<file path="src/rtl/spictl_pkg.sv">
package spictl_pkg;
  localparam int WORD_W   = 32;
  localparam int MMS_W    = 4;
  localparam int ADDR_W   = 16;
  localparam int LEN_W    = 7;
  localparam int CNT_W    = LEN_W + 1;
  // header field positions (decoded by the host side too)
  localparam int BIT_DNC  = 31;
  localparam int BIT_BAD  = 30;
  localparam int BIT_WNR  = 29;
  localparam int BIT_NINC = 28;
  localparam int MMS_LSB  = 24;
  localparam int ADDR_LSB = 8;
  localparam int LEN_LSB  = 1;

  typedef enum logic [1:0] {ST_IDLE, ST_RUN, ST_DRAIN} ctlState_t;

  typedef struct packed {
    logic clear;
    logic hdrGood;
    logic hdrBad;
    logic access;
    logic zeroOut;
  } ctlStrobe_t;
endpackage

</file>
<file path="src/rtl/spi_ctl_fsm.sv">
module spi_ctl_fsm
  import spictl_pkg::*;
(
  input  logic              clk,
  input  logic              rstN,
  input  logic              csN,
  input  logic              rxValid,
  input  logic [WORD_W-1:0] rxWord,
  output ctlStrobe_t        strobe
);
  ctlState_t        state;
  logic [CNT_W-1:0] remain;
  logic             parityOk;
  logic             isData;
  logic [LEN_W-1:0] lenField;

  assign parityOk = ^rxWord;
  assign isData   = rxWord[BIT_DNC];
  assign lenField = rxWord[LEN_LSB +: LEN_W];

  always_comb begin
    strobe = '0;
    if (csN) begin
      strobe.clear = 1'b1;
    end else if (rxValid) begin
      unique case (state)
        ST_IDLE: begin
          if (isData)        strobe.zeroOut = 1'b1;
          else if (parityOk) strobe.hdrGood = 1'b1;
          else               strobe.hdrBad  = 1'b1;
        end
        ST_RUN: begin
          if (remain != '0) strobe.access  = 1'b1;
          else              strobe.zeroOut = 1'b1;
        end
        default: strobe.zeroOut = 1'b1;
      endcase
    end
  end

  always_ff @(posedge clk or negedge rstN) begin
    if (!rstN) begin
      state  <= ST_IDLE;
      remain <= '0;
    end else if (strobe.clear) begin
      state  <= ST_IDLE;
      remain <= '0;
    end else if (strobe.hdrGood) begin
      state  <= ST_RUN;
      remain <= CNT_W'(lenField) + CNT_W'(1);
    end else if (strobe.hdrBad || (strobe.zeroOut && state == ST_IDLE)) begin
      state  <= ST_DRAIN;
    end else if (strobe.access) begin
      remain <= remain - CNT_W'(1);
    end
  end

  AST_ONE_STROBE: assert property (@(posedge clk) disable iff (!rstN)
    $onehot0(strobe));
  AST_DATA_REJECT: assert property (@(posedge clk) disable iff (!rstN)
    (state == ST_IDLE && !csN && rxValid && rxWord[BIT_DNC]) |=> state == ST_DRAIN);
  AST_BAD_NO_RUN: assert property (@(posedge clk) disable iff (!rstN)
    (state == ST_IDLE && !csN && rxValid && !(^rxWord)) |=> state != ST_RUN);
  AST_COUNT_STEP: assert property (@(posedge clk) disable iff (!rstN)
    strobe.access |=> remain == $past(remain) - CNT_W'(1));
  AST_ABORT_IDLE: assert property (@(posedge clk) disable iff (!rstN)
    csN |=> (state == ST_IDLE && remain == '0));
endmodule

</file>
<file path="src/rtl/spi_ctl_datapath.sv">
module spi_ctl_datapath
  import spictl_pkg::*;
(
  input  logic              clk,
  input  logic              rstN,
  input  ctlStrobe_t        strobe,
  input  logic [WORD_W-1:0] rxWord,
  input  logic [WORD_W-1:0] regRdata,
  input  logic              regAck,
  output logic [WORD_W-1:0] txWord,
  output logic              regReq,
  output logic              regWrite,
  output logic [MMS_W-1:0]  regMms,
  output logic [ADDR_W-1:0] regAddr,
  output logic [WORD_W-1:0] regWdata
);
  logic              wrMode;
  logic              noInc;
  logic [MMS_W-1:0]  mmsReg;
  logic [ADDR_W-1:0] addrReg;
  logic [WORD_W-1:0] txReg;
  logic [WORD_W-1:0] badMask;

  assign badMask  = WORD_W'(1) << BIT_BAD;
  assign regReq   = strobe.access;
  assign regWrite = wrMode;
  assign regMms   = mmsReg;
  assign regAddr  = addrReg;
  assign regWdata = rxWord;
  assign txWord   = txReg;

  always_ff @(posedge clk or negedge rstN) begin
    if (!rstN) begin
      wrMode  <= 1'b0;
      noInc   <= 1'b0;
      mmsReg  <= '0;
      addrReg <= '0;
    end else if (strobe.hdrGood) begin
      wrMode  <= rxWord[BIT_WNR];
      noInc   <= rxWord[BIT_NINC];
      mmsReg  <= rxWord[MMS_LSB +: MMS_W];
      addrReg <= rxWord[ADDR_LSB +: ADDR_W];
    end else if (strobe.access && !noInc) begin
      addrReg <= addrReg + ADDR_W'(1);
    end
  end

  always_ff @(posedge clk or negedge rstN) begin
    if (!rstN)                 txReg <= '0;
    else if (strobe.clear)     txReg <= '0;
    else if (strobe.hdrGood)   txReg <= rxWord & ~badMask;
    else if (strobe.hdrBad)    txReg <= rxWord | badMask;
    else if (strobe.access)    txReg <= wrMode ? rxWord : (regAck ? regRdata : '0);
    else if (strobe.zeroOut)   txReg <= '0;
  end

  AST_ADDR_STEP: assert property (@(posedge clk) disable iff (!rstN)
    (strobe.access && !noInc) |=> regAddr == $past(regAddr) + ADDR_W'(1));
  AST_ADDR_HOLD: assert property (@(posedge clk) disable iff (!rstN)
    (strobe.access && noInc) |=> $stable(regAddr));
  AST_BAD_ECHO: assert property (@(posedge clk) disable iff (!rstN)
    strobe.hdrBad |=> txWord[BIT_BAD]);
  AST_ECHO_CLEAN: assert property (@(posedge clk) disable iff (!rstN)
    strobe.hdrGood |=> !txWord[BIT_BAD]);
  AST_WR_ECHO: assert property (@(posedge clk) disable iff (!rstN)
    (strobe.access && wrMode) |=> txWord == $past(rxWord));
  AST_UNACK_ZERO: assert property (@(posedge clk) disable iff (!rstN)
    (strobe.access && !wrMode && !regAck) |=> txWord == '0);
endmodule

</file>
<file path="src/rtl/spi_ctl_engine.sv">
module spi_ctl_engine
  import spictl_pkg::*;
(
  input  logic              clk,
  input  logic              rstN,
  input  logic              csN,
  input  logic              rxValid,
  input  logic [WORD_W-1:0] rxWord,
  output logic [WORD_W-1:0] txWord,
  output logic              regReq,
  output logic              regWrite,
  output logic [MMS_W-1:0]  regMms,
  output logic [ADDR_W-1:0] regAddr,
  output logic [WORD_W-1:0] regWdata,
  input  logic [WORD_W-1:0] regRdata,
  input  logic              regAck
);
  ctlStrobe_t strobe;

  spi_ctl_fsm u_fsm (
    .clk     (clk),
    .rstN    (rstN),
    .csN     (csN),
    .rxValid (rxValid),
    .rxWord  (rxWord),
    .strobe  (strobe)
  );

  spi_ctl_datapath u_dp (
    .clk      (clk),
    .rstN     (rstN),
    .strobe   (strobe),
    .rxWord   (rxWord),
    .regRdata (regRdata),
    .regAck   (regAck),
    .txWord   (txWord),
    .regReq   (regReq),
    .regWrite (regWrite),
    .regMms   (regMms),
    .regAddr  (regAddr),
    .regWdata (regWdata)
  );

  AST_IDLE_QUIET: assert property (@(posedge clk) disable iff (!rstN)
    csN |-> !regReq);
endmodule

</file>
<file path="config.mk">
export PLATFORM = sky130hd
export DESIGN_NAME = spi_ctl_engine
export DESIGN_NICKNAME = d
export VERILOG_FILES = /design/src/rtl/spictl_pkg.sv /design/src/rtl/spi_ctl_fsm.sv /design/src/rtl/spi_ctl_datapath.sv /design/src/rtl/spi_ctl_engine.sv
export SDC_FILE = /design/constraint.sdc
export NUM_CORES = 1
export LEC_CHECK = 0
export BUFFER_PORTS_ARGS = -buffer_cell sky130_fd_sc_hd__buf_4
export CAP_MARGIN = 20
export CORE_UTILIZATION = 45
export CTS_CLUSTER_DIAMETER = 50
export CTS_CLUSTER_SIZE = 12
export DETAILED_ROUTE_END_ITERATION = 8
export PLACE_DENSITY_LB_ADDON = 0.2
export SLEW_MARGIN = 10
export SYNTH_ARGS = -nofsm -noshare
export SYNTH_HDL_FRONTEND = slang
export SYNTH_SLANG_ARGS = --single-unit
</file>
<file path="constraint.sdc">
create_clock -name clk -period 2.66 [get_ports clk]
set_clock_uncertainty 0.05 [all_clocks]
set_input_delay 0.133 -clock clk [delete_from_list [all_inputs] [get_ports clk]]
set_output_delay 0.133 -clock clk [all_outputs]
set_load 0.02 [all_outputs]
</file>
==> metrics.log, run 1 <==
INFO  metric status = finished clean
INFO  metric synth_top_area_share = 0.408
INFO  metric synthToLayoutAreaGrowth = 39.4%
INFO  metric final-setup-viol-count = 0
INFO  metric ioPinCount = 155
INFO  metric critical_path.reg2reg.endpoint = u_dp.regAddr[15]$_DFFE_PN0P_
INFO  metric io_buffer_count = 154
INFO  metric first_pass_iters = 4
INFO  metric post_synth.cell_area_avg = 8.71 µm²
INFO  metric hold-path-cell-count = 3
INFO  metric maxCapViolCount = 0
INFO  metric initial_core_util = 0.471
INFO  metric layout.nets = 667
INFO  metric drt_iter0_markers = 212
INFO  metric tritoncts = yes
INFO  metric maxClockFrequency = 389 MHz
INFO  metric grt.overflow.total = 0
INFO  metric rsz_0062_raised_after_global_routing = false
INFO  metric netlist_top_cells_count = nand2_1 (65), dfrtp_1 (64), o21ai_0 (41)
INFO  metric synth_cells = 451
INFO  metric post_cts_buffers = 0
INFO  metric num_antenna_cells = 0
INFO  metric synth_nets = 526
INFO  metric synthDominantAreaCellType = dfrtp_1
INFO  metric slew_headroom = 0.448
INFO  metric cts_max_path_buffers = 2
INFO  metric fp.coreArea = 8340 µm²
INFO  metric postSynth.asyncResetShare = 1.00
INFO  metric layout-drive-gt1-share = 0.352
INFO  metric via_density_per_instance = 5.63
INFO  metric y_dimension_of_the_die = 95.4 µm
INFO  metric final_cell_area = 5470 µm²
INFO  metric finalCritPeriodShare = 0.967
INFO  metric gpl.final_weighted_congestion = 0.903
INFO  metric power.static_leakage = 0.00268 µW
INFO  metric drt_wl_total = 12.3 mm
INFO  metric critPathLaunchType = input port
INFO  metric fp.dieArea = 9100 µm²
INFO  metric synth_warnings = 0
INFO  metric syn_area = 3930 µm²
INFO  metric stdcell_count = 702
INFO  metric number_of_clock_sinks = 64
INFO  metric grt_antenna_before_repair = 0
INFO  metric grt_max_degree = 65
INFO  metric finalPower = 4690 µW
INFO  metric setup.worst_path.class = input port to flop
INFO  metric dominantRegCellSynth = dfrtp_1
INFO  metric most_frequent_cell_after_synthesis = nand2_1
INFO  metric timing.final.crit_period = 2.57 ns
INFO  metric total_cts_buffers = 9
INFO  metric worst_hold_startpoint = rxWord[28]
INFO  metric clock-root-buffer = clkbuf_8
INFO  metric remaining_antenna_violation_count_after_routing = 0
INFO  metric clock_transition_at_the_register_clock_pins_on_the_worst_setup_and_hold_paths_after_cts = 0.07 ns
INFO  metric path_max_fanout = 19
INFO  metric total_half_perimeter_wirelength_after_legalization_and_detailed_placement = 8.83 mm
INFO  metric reg2reg_depth = 5
INFO  metric power.density = 857 nW/µm²
INFO  metric max-vdd-ir-drop = 0.522 mV
INFO  metric timing_worst_slew_pin_value = 0.828 ns
INFO  metric drv_slew = 0
INFO  metric ys_seq_area_frac = 0.408
INFO  metric rows = 33
INFO  metric die_x = 95.4 µm
INFO  metric remaining_drc_errors = 0
INFO  metric routedWlPerCell = 17.6 µm
INFO  metric htree_num_levels = 3
INFO  metric rrSetupSlack = 0.13 ns
INFO  metric grt_pass1_wl = 18.8 mm
INFO  metric final_hold_vios = 0
INFO  metric grt_pass1_vias = 3765
INFO  metric detailed_place.area = 5090 µm²
INFO  metric crit-reg2reg-launch = u_fsm.state[1]$_DFFE_PN0P_
INFO  metric fraction_of_the_core_area_covered_by_cells_at_the_end_of_the_flow = 0.656
INFO  metric number_of_synthesized_flops_with_an_enable_pin = 0
INFO  metric clk_latency = 0.34 ns
INFO  metric hp-class = input port to flop
INFO  metric timing.critical_path.required = 2.86 ns
INFO  metric worst_ep_arrival_time = 2.78 ns
INFO  metric globalRouteTotalUtil = 0.274
INFO  metric synth.area.top_cells = dfrtp_1 (41%), nand2_1 (6.2%), buf_4 (6.1%), o21ai_0 (5.2%), a21oi_1 (4.8%)
INFO  metric via_count = 3949
INFO  metric yosys_register_bits = 64
INFO  metric endpoint_kind = flop
INFO  metric place_inst = 678
INFO  metric synth_cell_type_count = 44
INFO  metric holdPathEnd = u_dp.noInc$_DFFE_PN0P_
## power breakdown
| part | internal (µW) | switching [µW] |
|---|---|---|
| clock network | 721 | 414 |
| registers | 1220 | 267 |
| logic | 942 | 1120 |
| total | 2880 | 1810 |
## repair_timing
| item | CTS | global route |
|---|---|---|
| endpoints found under the hold margin | 71 | 0 |
| endpoints found under the setup margin | 0 | 22 |
| hold buffers | 8 | 0 |
| gates resized for setup | 0 | 6 |
## registers in the layout (all words and copies together), names as in the netlist
| signal | count |
|---|---|
| u_dp.txWord | 32 |
| u_dp.regMms | 4 |
| u_dp.regWrite | 1 |
| u_dp.regAddr | 16 |
| u_fsm.remain | 8 |
| u_fsm.state | 2 |
| u_dp.noInc | 1 |
## layout make-up
cell class              count  area [µm²]
clock buffers               9         124
clock inverters             7         143
fillers                   695        2870
inverters                   9        33.8
multi-input cells         320        1990
flip-flops and latches     64        1600
well taps                 105         131
repair buffers            188        1450
## stage by stage
stage               hold slack (ns)  setup slack, ns  setup TNS [ns]
floorplan                    -0.213           0.0530               0
global placement              0.236          -0.0250         -0.0304
detailed placement            0.232          -0.0562          -0.187
CTS                         0.00870           0.0331               0
global route                 0.0313           0.0149               0
finish                       0.0249           0.0880               0
## cells by family after synthesis
family	after synthesis	synth area share
simple gates	154	0.189
compound gates	120	0.186
xor+xnor	33	0.0841
flops	64	0.408
mux	7	0.0188
buf+inv	67	0.0956
fa+ha+maj	6	0.0191
## placed cells by master, fill, tap and decap left out, types with 11 or more instances in the layout
cell type	n
a21oi_1	38
nand2_1	65
nor2_1	22
o21ai_0	40
xnor2_1	19
buf_4	178
and3_1	29
a22oi_1	11
dfrtp_1	64
## worst max path at each step
stage                                startpoint                            to  slack, ns  cells past startpoint
CTS                                  rxWord[19]   u_fsm.remain[0]$_DFFE_PN0P_       0.03                     10
finish                               rxWord[25]   u_fsm.remain[0]$_DFFE_PN0P_       0.09                     10
global route                         rxWord[25]  u_dp.regAddr[12]$_DFFE_PN0P_       0.01                     11
global placement                      rxWord[6]   u_dp.regAddr[4]$_DFFE_PN0P_      -0.03                     10
floorplan           u_fsm.remain[0]$_DFFE_PN0P_   u_dp.regAddr[2]$_DFFE_PN0P_       0.05                     10
detailed placement                    rxWord[6]   u_fsm.remain[7]$_DFFE_PN0P_      -0.06                     10
## layer usage
layer	up-vias	wire [µm]	global-route usage
li1	1845	-	-
met1	1875	5140	0.354
met2	197	5990	0.455
met3	32	808	0.0415
met4	0	391	0.121
met5	-	0	0
## critical path, stage by stage
cell and delay, ns:
dlygate4sd3_1 0.54, buf_4 0.15, xor2_1 0.16, xnor2_1 0.22
xnor2_1 0.18, xnor3_1 0.44, or3_1 0.36, buf_6 0.18
o22a_1 0.23, a21oi_1 0.18
Note: power is estimated with default switching activity, not from simulation.
==> inputs of run 2 (changes only) <==
--- a/config.mk
+++ b/config.mk
@@ -7,7 +7,7 @@
 export LEC_CHECK = 0
 export BUFFER_PORTS_ARGS = -buffer_cell sky130_fd_sc_hd__buf_4
 export CAP_MARGIN = 20
-export CORE_UTILIZATION = 45
+export CORE_UTILIZATION = 28
 export CTS_CLUSTER_DIAMETER = 50
 export CTS_CLUSTER_SIZE = 12
 export DETAILED_ROUTE_END_ITERATION = 8
==> constraint.sdc (replaced) <==
create_clock -name clk -period 2.68 [get_ports clk]
set_clock_uncertainty 0.05 [all_clocks]
set_input_delay 0.134 -clock clk [delete_from_list [all_inputs] [get_ports clk]]
set_output_delay 0.134 -clock clk [all_outputs]
set_load 0.02 [all_outputs]
==> run 2 against run 1 <==
  * Critical path depth shrank 1
  * Core utilization shrank 24 points
  * Critical path type unchanged
  * Sequential power is essentially flat
  * Clock-buffer cell count grew 3
  * Cell area grew 2.8%
==> metrics.log, run 2 (synthesis gave the netlist of run 1 again) <==
INFO  metric largest_reg_flops = 32 (unchanged)
INFO  metric cts_max_path_buffers = 2 (unchanged)
INFO  metric routedWlPerCell = 17.3 µm (was 17.6 µm)
INFO  metric timing.critical_path.buf_inv = 2 (was 3)
INFO  metric gpl.final_weighted_congestion = 0.832 (was 0.903)
INFO  metric hold-path-cell-count = 3 (unchanged)
INFO  metric remaining_drc_errors = 0 (unchanged)
INFO  metric grt_antenna_before_repair = 0 (unchanged)
INFO  metric clkPwrFrac = 0.265 (was 0.242)
INFO  metric clk_latency = 0.33 ns (was 0.34 ns)
INFO  metric drt_wl_total = 13.5 mm (was 12.3 mm)
INFO  metric filler_cell_count = 1378 (was 695)
INFO  metric critical-path-slowest-cell = dlygate4sd3_1 (unchanged)
INFO  metric tritoncts = yes (unchanged)
INFO  metric drv_slew = 0 (unchanged)
INFO  metric cell_internal_pwr = 3030 µW (was 2880 µW)
INFO  metric status = finished clean (unchanged)
INFO  metric reg2reg_depth = 9 (was 5)
INFO  metric critical_path.most_common_cell = xnor2_1 (unchanged)
INFO  metric final_critical_path_setup_slack = 0.191 ns (was 0.0880 ns)
INFO  metric power_switching_share = 0.371 (was 0.385)
INFO  metric rows = 42 (was 33)
INFO  metric comb_power_share = 0.433 (was 0.441)
INFO  metric setup.worst_path.class = input port to flop (unchanged)
INFO  metric initial_core_util = 0.292 (was 0.471)
INFO  metric crit-reg2reg-launch = u_fsm.remain[0]$_DFFE_PN0P_ (was u_fsm.state[1]$_DFFE_PN0P_)
INFO  metric finalCritPeriodShare = 0.929
INFO  metric total_half_perimeter_wirelength_after_legalization_and_detailed_placement = 10.0 mm (was 8.83 mm)
INFO  metric detailed_place.area = 5240 µm² (was 5090 µm²)
INFO  metric p_seq_frac = 0.302 (was 0.317)
INFO  metric grt_max_degree = 65 (unchanged)
INFO  metric grt.overflow.total = 0 (unchanged)
INFO  metric worst_path_largest_cell_delay = 0.54 ns (about the same)
INFO  metric first_pass_iters = 4 (unchanged)
INFO  metric layout_common_cells = buf_4 (187), nand2_1 (65), dfrtp_1 (64) (was buf_4 (178), nand2_1 (65), dfrtp_1 (64))
INFO  metric io_buffer_count = 154 (unchanged)
INFO  metric rsz_0062_raised_after_global_routing = false (unchanged)
INFO  metric number_of_clock_sinks = 64 (unchanged)
INFO  metric remaining_antenna_violation_count_after_routing = 0 (unchanged)
INFO  metric ioPinCount = 155 (unchanged)
INFO  metric timing.critical_path.required = 2.84 ns (was 2.86 ns)
INFO  metric power.static_leakage = 0.00273 µW (was 0.00268 µW)
INFO  metric y_dimension_of_the_die = 120 µm (was 95.4 µm)
INFO  metric die_x = 120 µm (was 95.4 µm)
INFO  metric maxCapViolCount = 0 (unchanged)
INFO  metric cpLargestDelayFamily = XOR/XNOR gates (unchanged)
INFO  metric final-setup-viol-count = 0 (unchanged)
INFO  metric critPathLaunchType = input port (unchanged)
INFO  metric final_hold_vios = 0 (unchanged)
INFO  metric globalRouteTotalUtil = 0.188 (was 0.274)
INFO  metric switching_power = 1790 µW (was 1810 µW)
INFO  metric rrSetupSlack = 0.29 ns (was 0.13 ns)
INFO  metric multi_input_area = 1970 µm² (was 1990 µm²)
INFO  metric clock-root-buffer = clkbuf_16 (was clkbuf_8)
INFO  metric via_count = 3859 (was 3949)
INFO  metric total_cts_buffers = 9 (unchanged)
INFO  metric register_area = 1600 µm² (unchanged)
INFO  metric final_common_cell = buf_4 (unchanged)
INFO  metric clock_transition_at_the_register_clock_pins_on_the_worst_setup_and_hold_paths_after_cts = 0.06 ns (was 0.07 ns)
INFO  metric holdPathEnd = u_dp.noInc$_DFFE_PN0P_ (unchanged)
INFO  metric maxClockFrequency = 402 MHz
INFO  metric fp.dieArea = 14500 µm² (was 9100 µm²)
INFO  metric synthToLayoutAreaGrowth = 43.3% (was 39.4%)
INFO  metric worst_hold_startpoint = rxWord[28] (unchanged)
INFO  metric endpoint_kind = flop (unchanged)
INFO  metric timing.final.crit_period = 2.49 ns
INFO  metric fp.coreArea = 13500 µm² (was 8340 µm²)
INFO  metric timing_worst_slew_pin_value = 0.854 ns (was 0.828 ns)
INFO  metric path_max_fanout = 4 (was 19)
INFO  metric hp-class = input port to flop (unchanged)
INFO  metric post-place-ws = -0.102 ns (was -0.0562 ns)
INFO  metric layout.nets = 673 (was 667)
INFO  metric htree_num_levels = 3 (unchanged)
INFO  metric ordered_cell_list_for_the_critical_path = dlygate4sd3_1 -> buf_4 -> xnor2_1 -> xnor2_1 -> xnor2_1 -> xnor3_1 -> or3_1 -> mux2_2 -> a221o_1 (was dlygate4sd3_1 -> buf_4 -> xor2_1 -> xnor2_1 -> xnor2_1 -> xnor3_1 -> or3_1 -> buf_6 -> o22a_1 -> a21oi_1)
INFO  metric slew_headroom = 0.431 (was 0.448)
INFO  metric critical_path.reg2reg.endpoint = u_dp.regAddr[2]$_DFFE_PN0P_ (was u_dp.regAddr[15]$_DFFE_PN0P_)
INFO  metric via_density_per_instance = 4.96 (was 5.63)
INFO  metric grt_pass1_vias = 3732 (was 3765)
INFO  metric worst_ep_arrival_time = 2.65 ns (was 2.78 ns)
INFO  metric layout-drive-gt1-share = 0.357 (was 0.352)
INFO  metric power.density = 858 nW/µm² (was 857 nW/µm²)
INFO  metric num_antenna_cells = 0 (unchanged)
INFO  metric grt_pass1_wl = 20.7 mm (was 18.8 mm)
INFO  metric drt_iter0_markers = 250 (was 212)
INFO  metric max-vdd-ir-drop = 0.310 mV (was 0.522 mV)
INFO  metric final_cell_area = 5630 µm² (was 5470 µm²)
==> run 2: worst register-to-register path, stage by stage (launching register included) <==
cell,delay [ns]
dfrtp_1,0.41
inv_1,0.07
ha_1,0.18
or3b_2,0.51
o21ai_2,0.27
inv_1,0.09
nand2b_1,0.11
buf_4,0.21
mux2i_1,0.09
a221o_1,0.29
==> run 2: how the worst max path moves through the flow <==
stage	from	end	slack (ns)	cells past startpoint
2_1_floorplan	u_fsm.remain[0]$_DFFE_PN0P_	u_dp.regAddr[2]$_DFFE_PN0P_	0.07	10
3_3_place_gp	rxWord[6]	u_dp.regAddr[15]$_DFFE_PN0P_	-0.14	10
3_5_place_dp	rxWord[6]	u_dp.regAddr[15]$_DFFE_PN0P_	-0.10	10
4_1_cts	u_fsm.remain[0]$_DFFE_PN0P_	u_dp.regAddr[15]$_DFFE_PN0P_	0.05	7
5_1_grt	rxWord[27]	u_fsm.remain[7]$_DFFE_PN0P_	0.09	10
6_report	rxWord[27]	u_dp.regAddr[15]$_DFFE_PN0P_	0.19	9
==> run 2: layout make-up <==
class	instances	share of cell area
multi-input combinational	320	0.349
clock buffer	12	0.0456
inverter	9	0.00600
tap	176	0.0391
sequential	64	0.285
clock inverter	3	0.0116
timing repair buffer	194	0.264
==> run 2: layer usage <==
layer  routed length, µm  part of all wire  track usage  up-vias
li1                    -                 -            -     1855
met1                6090              0.45        0.256     1843
met5                   0                 0            0        -
met4                 291             0.022       0.0779        0
met2                6360              0.47        0.296      143
met3                 745             0.055       0.0302       18
==> run 2: power groups by stage <==
stage                     clock network [µW]  registers (µW)  logic, µW
after global routing                    1340            1490       2280
final                                   1280            1460       2090
after CTS                               1300            1450       2100
after detailed placement                   0            1470       2090
after global placement                     0            1460       2070
after floorplan                            0            1650       1030
==> run 2: what timing repair did <==
item	in CTS	in global routing
buffers inserted	0	0
hold buffers	6	0
endpoints found under the hold margin	69	0
resized for setup	0	2
endpoints found under the setup margin	0	3
==> run 2: per-stage QoR <==
| step | utilization | power [µW] | setup TNS, ns | std cells | hold WS [ns] |
|---|---|---|---|---|---|
| 4_1_cts | 0.418 | 4860 | 0 | 778 | 0.0120 |
| 3_3_place_gp | 0.390 | 3540 | -1.36 | 757 | 0.264 |
| 5_1_grt | 0.418 | 5110 | 0 | 778 | 0.0165 |
| 6_report | 0.418 | 4830 | 0 | 778 | 0.0161 |
| 2_1_floorplan | - | 2680 | 0 | 451 | -0.212 |
| 3_5_place_dp | 0.390 | 3560 | -0.684 | 757 | 0.260 |
